--- src/rtl/extbus_pkg.sv ---
package extbus_pkg;
  // Control to datapath strobes, one cycle's worth.
  typedef struct packed {
    logic active;   // a data phase is on the bus
    logic load;     // take a new request
    logic advance;  // non-final beat acknowledged: step address, refill data
    logic capture;  // any beat acknowledged
  } dpCtl_t;
endpackage

--- src/rtl/extbus_ctrl.sv ---
module extbus_ctrl
  import extbus_pkg::*;
#(
  parameter int BeatW = 4
) (
  input  logic             clk,
  input  logic             rstN,
  input  logic             reqValid,
  input  logic [BeatW-1:0] reqBeats,
  input  logic             busAck,
  output logic             reqReady,
  output dpCtl_t           ctl,
  output logic             busBurst,
  output logic             rspValid,
  output logic             rspLast
);
  typedef enum logic {StIdle, StData} state_t;

  state_t           stQ;
  logic [BeatW-1:0] leftQ;
  logic             burstQ;
  logic             beatEnd;
  logic             lastBeat;

  always_comb begin
    beatEnd     = (stQ == StData) && busAck;
    lastBeat    = (leftQ == '0);
    ctl.active  = (stQ == StData);
    ctl.load    = (stQ == StIdle) && reqValid;
    ctl.advance = beatEnd && !lastBeat;
    ctl.capture = beatEnd;
  end

  always_ff @(posedge clk) begin
    if (!rstN) begin
      stQ      <= StIdle;
      leftQ    <= '0;
      burstQ   <= 1'b0;
      rspValid <= 1'b0;
      rspLast  <= 1'b0;
    end else begin
      rspValid <= beatEnd;
      rspLast  <= beatEnd && lastBeat;
      if (ctl.load) begin
        stQ    <= StData;
        leftQ  <= reqBeats;
        burstQ <= (reqBeats != '0);
      end else if (ctl.advance) begin
        leftQ <= leftQ - 1'b1;
      end else if (beatEnd && lastBeat) begin
        stQ    <= StIdle;
        burstQ <= 1'b0;
      end
    end
  end

  assign reqReady = (stQ == StIdle);
  assign busBurst = ctl.active && burstQ;
endmodule

--- src/rtl/extbus_dpath.sv ---
module extbus_dpath
  import extbus_pkg::*;
#(
  parameter int AddrW    = 32,
  parameter int DataW    = 64,
  parameter int NumBanks = 2,
  parameter int BankBase = 6
) (
  input  logic                clk,
  input  logic                rstN,
  input  dpCtl_t              ctl,
  input  logic [AddrW-1:0]    reqAddr,
  input  logic                reqWrite,
  input  logic                reqLong,
  input  logic                reqZone32,
  input  logic [DataW-1:0]    reqWdata,
  input  logic [DataW-1:0]    busRdata,
  output logic [AddrW-1:0]    busAddr,
  output logic                busRd,
  output logic                busWrLo,
  output logic                busWrHi,
  output logic [NumBanks-1:0] busBank,
  output logic                busHost,
  output logic [DataW-1:0]    busWdata,
  output logic [DataW-1:0]    rspData,
  output logic                wrPull
);
  localparam int SelW = 5;

  logic [AddrW-1:0] addrQ;
  logic [DataW-1:0] wdataQ;
  logic [DataW-1:0] rdQ;
  logic             writeQ;
  logic             longQ;
  logic             zoneQ;
  logic [AddrW-1:0] stepVal;

  assign stepVal = longQ ? AddrW'(2) : AddrW'(1);

  always_ff @(posedge clk) begin
    if (!rstN) begin
      addrQ  <= '0;
      wdataQ <= '0;
      rdQ    <= '0;
      writeQ <= 1'b0;
      longQ  <= 1'b0;
      zoneQ  <= 1'b0;
    end else begin
      if (ctl.load) begin
        addrQ  <= reqAddr;
        wdataQ <= reqWdata;
        writeQ <= reqWrite;
        longQ  <= reqLong;
        zoneQ  <= reqZone32;
      end else if (ctl.advance) begin
        addrQ <= addrQ + stepVal;
        if (writeQ) wdataQ <= reqWdata;
      end
      if (ctl.capture && !writeQ) rdQ <= busRdata;
    end
  end

  always_comb begin
    busAddr  = ctl.active ? addrQ : '0;
    busRd    = ctl.active && !writeQ;
    busWrLo  = ctl.active && writeQ && (zoneQ || longQ || !addrQ[0]);
    busWrHi  = ctl.active && writeQ && !zoneQ && (longQ || addrQ[0]);
    busHost  = ctl.active && addrQ[AddrW-1];
    busWdata = (ctl.active && writeQ) ? wdataQ : '0;
    wrPull   = ctl.advance && writeQ;
    rspData  = rdQ;
  end

  for (genvar g = 0; g < NumBanks; g++) begin : gBank
    assign busBank[g] = ctl.active && (addrQ[AddrW-1 -: SelW] == SelW'(BankBase + g));
  end
endmodule

--- src/rtl/extbus_master.sv ---
module extbus_master
  import extbus_pkg::*;
#(
  parameter int AddrW = 32,
  parameter int DataW = 64,
  parameter int BeatW = 4
) (
  input  logic             clk,
  input  logic             rstN,
  input  logic             reqValid,
  output logic             reqReady,
  input  logic [AddrW-1:0] reqAddr,
  input  logic             reqWrite,
  input  logic             reqLong,
  input  logic             reqZone32,
  input  logic [BeatW-1:0] reqBeats,
  input  logic [DataW-1:0] reqWdata,
  output logic             wrPull,
  output logic             rspValid,
  output logic             rspLast,
  output logic [DataW-1:0] rspData,
  output logic [AddrW-1:0] busAddr,
  output logic             busRd,
  output logic             busWrLo,
  output logic             busWrHi,
  output logic [1:0]       busBank,
  output logic             busHost,
  output logic             busBurst,
  output logic [DataW-1:0] busWdata,
  input  logic [DataW-1:0] busRdata,
  input  logic             busAck
);
  dpCtl_t ctl;

  extbus_ctrl #(.BeatW(BeatW)) ctrlInst (
    .clk(clk), .rstN(rstN), .reqValid(reqValid), .reqBeats(reqBeats),
    .busAck(busAck), .reqReady(reqReady), .ctl(ctl), .busBurst(busBurst),
    .rspValid(rspValid), .rspLast(rspLast)
  );

  extbus_dpath #(.AddrW(AddrW), .DataW(DataW), .NumBanks(2), .BankBase(6)) dpInst (
    .clk(clk), .rstN(rstN), .ctl(ctl), .reqAddr(reqAddr), .reqWrite(reqWrite),
    .reqLong(reqLong), .reqZone32(reqZone32), .reqWdata(reqWdata),
    .busRdata(busRdata), .busAddr(busAddr), .busRd(busRd), .busWrLo(busWrLo),
    .busWrHi(busWrHi), .busBank(busBank), .busHost(busHost),
    .busWdata(busWdata), .rspData(rspData), .wrPull(wrPull)
  );
endmodule

--- config.mk ---
export PLATFORM = sky130hd
export DESIGN_NAME = extbus_master
export DESIGN_NICKNAME = d
export VERILOG_FILES = /design/src/rtl/extbus_pkg.sv /design/src/rtl/extbus_ctrl.sv /design/src/rtl/extbus_dpath.sv /design/src/rtl/extbus_master.sv
export SDC_FILE = /design/constraint.sdc
export NUM_CORES = 1
export LEC_CHECK = 0
export ABC_CLOCK_PERIOD_IN_PS = 4300
export BUFFER_PORTS_ARGS = -buffer_cell sky130_fd_sc_hd__clkbuf_2
export CAP_MARGIN = 20
export CORE_AREA = 4 4 131 133
export DETAILED_ROUTE_END_ITERATION = 10
export DIE_AREA = 0 0 135 137
export PLACE_DENSITY = 0.84
export SYNTH_ARGS = -nofsm -noshare
export SYNTH_HDL_FRONTEND = slang
export SYNTH_SLANG_ARGS = --single-unit
--- constraint.sdc ---
create_clock -name clk -period 4.3 [get_ports clk]
set_input_delay 0.43 -clock clk [delete_from_list [all_inputs] [get_ports clk]]
set_output_delay 0.43 -clock clk [all_outputs]
set_load 0.03 [all_outputs]
# [Yosys cells after proc, flatten, opt, wreduce, memory -nomap -nowiden]
# Index checks and enable logic that the tools add are counted.
[op_classes] bitwise=1 n_addsub=2 eq_ne=3 n_reduce_logical=29 n_mux=14
[ops] cell="64-bit two-way mux" count=4
[ops] cell="32-bit two-way mux" count=3
[ops] cell="32-bit adder" count=1
[ops] cell="1-bit logical AND" count=15
[ops] cell="5-bit by 3-bit equality test with 1-bit output, second input constant" count=2
[ops] cell="4-bit two-way mux" count=2
[ops] cell="2-bit nonzero test" count=3
[ops] cell="1-bit logical NOT" count=4
[ops] cell="4-bit logical NOT" count=1
[ops] cell="1-bit two-way mux" count=4
[ops] cell="2-bit AND reduction" count=2
[ops] cell="4-bit nonzero test" count=1
[ops] cell="4-bit by 1-bit subtractor with 4-bit output, second input constant" count=1
[ops] cell="1-bit logical OR" count=3
[ops] cell="2-bit two-way mux" count=1
[ops] cell="2-bit inequality test, second input constant" count=1
[ops] cell="1-bit NOT" count=1
[totals] input_bits=171 out_inout_bits=171 register_bits=171 elab_cells=60

# [Logic depth before layout (Yosys ltp)]
[depth] word_depth=5 depth_mapped=10 depth_no_buf=9

# [Modules after synthesis]
# Synthesis repeated with hierarchy kept, for this count alone.
[hier_totals] cells_unflattened=997 area_unflattened_um2=7561.0
[modules_own_cells] mod="extbus_dpath" cells_per_inst=948 instances=1 area_each_um2=7154.4
[modules_own_cells] mod="extbus_ctrl" cells_per_inst=49 instances=1 area_each_um2=406.6

# [Least setup slack after synthesis]
# Ideal clock, no wire load.
[synth_timing] path_kind="reg-to-reg" from="register dpInst.longQ" to="register dpInst.addrQ[24]" path_slack_ns=1.752 period_less_slack_ns=2.548 setup_time_ns=0.114 n_path_buf=0 stages_incl_launch_ff=10 arrival_ns=2.434 path_cell_list="dfxtp_1 -> inv_1 -> ha_1 -> inv_1 -> fa_1 -> nand3b_4 -> nor4_4 -> or3b_4 -> a31o_1 -> a21o_1"
[synth_via] elab_chain_len=4
[synth_lines] item="start: declaration" line="extbus_dpath.sv:34" text="logic longQ;"
[synth_lines] item="start signal: assignment" line="extbus_dpath.sv:53" text="longQ <= reqLong;"
[synth_lines] item="2-bit two-way mux" line="extbus_dpath.sv:38" text="assign stepVal = longQ ? AddrW'(2) : AddrW'(1);"
[synth_lines] item="32-bit adder" line="extbus_dpath.sv:56" text="addrQ <= addrQ + stepVal;"
[synth_lines] item="32-bit two-way mux" line="extbus_dpath.sv:55" text="end else if (ctl.advance) begin"
[synth_lines] item="32-bit two-way mux" line="extbus_dpath.sv:49" text="if (ctl.load) begin"
[synth_lines] item="end signal: assignment" line="extbus_dpath.sv:50" text="addrQ <= reqAddr;"
[synth_lines] item="end signal: assignment" line="extbus_dpath.sv:56"
[synth_lines] item="end: declaration" line="extbus_dpath.sv:30" text="logic [AddrW-1:0] addrQ;"
# No other way between the ends. The select of a mux whose other input is x is not followed.
# A chain may end at the register's enable or synchronous reset.

# [Worst setup path after layout]
# Ends and elaborated chain as after synthesis.

==> reports/qor.yml <==
ioPinCount: 342
worst_clock_skew_ns: 0.0106
drt_wl_total_mm: 24.8
period_share_pct: 65.7
cts_buffers: 17
status: "complete, no violations"
die-area_um2: 18500
final_layout_size_suffix_gt1_share_pct: 30.8
finalSetupTns_ns: 0
synth_cell_types: 53
path_clk_slew_ns: 0.07
nets: 1468
p_leak_uw: 0.00472
hold_path_class: "input port to flop"
path_class: "flop to flop"
htreeDepth: 4
synth_nets: 1177
final_util_pct: 62.9
drc: 0
min_period_ns: 2.83
gp_congestion: 0.913
final_max_slew_viol_count: 0
synth_edf_count: 0
row_count: 46
syn_inst: 1001
grt_pass1_wl_mm: 38.2
max_cap_viol_count: 0
synth_top_area_share_pct: 45.1
clock_latency_ns: 0.43
worstPathMaxFanout: 10
area_growth_pct: 31.1
synth_top_cell_by_area: "dfxtp_1"
grt_util_all_layers_pct: 25.4
total_power_uw: 3850
worst_pin_slew_ns: 1.08
max_slew_margin_pct: 28.2
ctsHoldBuffers: 0
overflow: 0
port_buffers: 341
critPathArrivalTime_ns: 3.15
synth_warnings: 0
dp_slack_ns: 1.52
post_cts_resized: 0
antenna_found_initial: 0
cts_root_buf: "clkbuf_16"
ir_drop_v: 0.000301
dp_hpwl_mm: 17.5
grt_max_degree: 86
pwr_density_cell_nw_per_um2: 387
start_kind: "flop"
post-synth-top-count-cell: "nand2_1"
initial_core_util_pct: 47.9
dieWidth_um: 135
cts_tree: "built"
ant_nets: 0
setup_ws_ns: 1.47
synth_area_per_cell_um2: 7.58
synthTopCellsByArea: "dfxtp_1 45%, nand2_1 15%, a21oi_1 11%"
vias: 8086
drtIter0Drc: 562
setup_viol: 0
worstPathRequired_ns: 4.62
timing.fmax_mhz: 354
worstSetupEndpointType: "flop"
grt_setup_unrepaired: "no"
synth_flop_cell: "dfxtp_1"
cts_setup_buffers: 0
yosys-top-cells-count: "297 x nand2_1, 171 x dfxtp_1, 162 x a21oi_1"
cts_buffer_depth: 2
coreArea_um2: 15800
synthesis.area_um2: 7590
vias_per_cell: 5.32
drt_pass1_iterations: 5
async_flop_share_pct: 0
diodes: 0
yosysSeqAreaShare_pct: 45.1
wire_per_inst_um: 16.3
synth-seq-cells: 171
grt_pass1_vias: 7694
die_h_um: 137
cts_sinks: 171
hold_viol: 0
==> metal layers <==
| layer | GRT usage [%] | wire length (um) |
|---|---|---|
| met1 | 29.9 | 9660 |
| met2 | 45.0 | 12700 |
| met3 | 5.81 | 1750 |
| met4 | 10.1 | 746 |
| met5 | 0 | 0 |
==> per-stage QoR <==
stage          cells  cell area, um2  hold slack, ns
2_1_floorplan   1001            7590           0.428
3_3_place_gp    1488            9340           0.434
3_5_place_dp    1488            9340           0.439
4_1_cts         1520            9930           0.205
5_1_grt         1521            9950           0.211
6_report        1521            9950           0.217
==> area by class of cell <==
type                            instances  area, um2
Clock buffer                           17        425
Fill cell                            1394       5880
Multi-Input combinational cell        738       3800
Inverter                               12       47.5
Sequential cell                       171       3430
Tap cell                              216        270
Clock inverter                         15        165
Timing Repair Buffer                  352       1810
==> sequential cells by signal, summed over array words and instances (netlist names) <==
name and count:
dpInst.rspData 64, ctrlInst.burstQ 1, dpInst.wdataQ 64, dpInst.zoneQ 1, dpInst.longQ 1, ctrlInst.leftQ 4, ctrlInst.rspValid 1, ctrlInst.stQ 1
ctrlInst.rspLast 1, dpInst.writeQ 1, dpInst.addrQ 32
==> report_power, final <==
group          internal [uW]  total [uW]  switching [uW]
combinational            193         540             347
clock                    869        1560             689
sequential              1680        1760            80.1
==> worst max-delay path, stage by stage (launching register included) <==
cell and delay, ns:
dfxtp_1 0.34, inv_1 0.14, ha_1 0.21, inv_1 0.06
fa_1 0.41, nand3b_4 0.22, nor4_4 0.50, or3b_4 0.46
a31o_1 0.23, a21o_1 0.16
==> final timing paths <==
check	start	to	slack, ns	cells past startpoint
max reg2reg	dpInst.longQ	dpInst.addrQ[24]	1.47	9
min reg2reg	dpInst.wdataQ[37]	dpInst.wdataQ[37]	0.45	2
max	dpInst.longQ	dpInst.addrQ[24]	1.47	9
min	busRdata[6]	dpInst.rspData[6]	0.22	3
==> kinds of logic (layout without fill, tap and decap cells) <==
group / count (synthesis) / count (layout) / share of synthesized area, %
xor+xnor: 12 / 12 / 1.38
fa+ha+maj: 5 / 5 / 0.923
mux: 4 / 4 / 0.544
flops: 171 / 171 / 45.1
buf+inv: 92 / 396 / 5.03
compound gates: 219 / 219 / 15.8
simple gates: 498 / 498 / 31.2
==> layout by cell type, fill, tap and decap left out, types with 3 or more instances in the layout <==
| cell type | Yosys | final |
|---|---|---|
| xnor2_1 | 8 | 8 |
| and2_1 | 32 | 32 |
| o211ai_1 | 5 | 5 |
| and3_1 | 83 | 83 |
| inv_1 | 12 | 11 |
| dfxtp_1 | 171 | 169 |
| nor4_1 | 6 | 6 |
| mux2i_1 | 3 | 3 |
| nor2_1 | 22 | 21 |
| clkbuf_2 | 0 | 341 |
| o22ai_1 | 14 | 14 |
| nor3b_1 | 5 | 5 |
| a21o_1 | 3 | 3 |
| o21ai_0 | 13 | 13 |
| nand4_1 | 9 | 9 |
| a21oi_1 | 162 | 162 |
| a221oi_1 | 5 | 5 |
| ha_1 | 4 | 4 |
| inv_6 | 0 | 3 |
| clkinv_2 | 0 | 3 |
| nor3_1 | 15 | 15 |
| nand3_1 | 9 | 9 |
| xor2_1 | 4 | 4 |
| a31oi_1 | 4 | 4 |
| clkbuf_16 | 0 | 17 |
| nand2_1 | 297 | 297 |
| clkinv_4 | 0 | 3 |
| buf_4 | 3 | 9 |
| o311ai_0 | 3 | 3 |
| and4_1 | 3 | 3 |
Note: power is estimated with default switching activity, not from simulation.
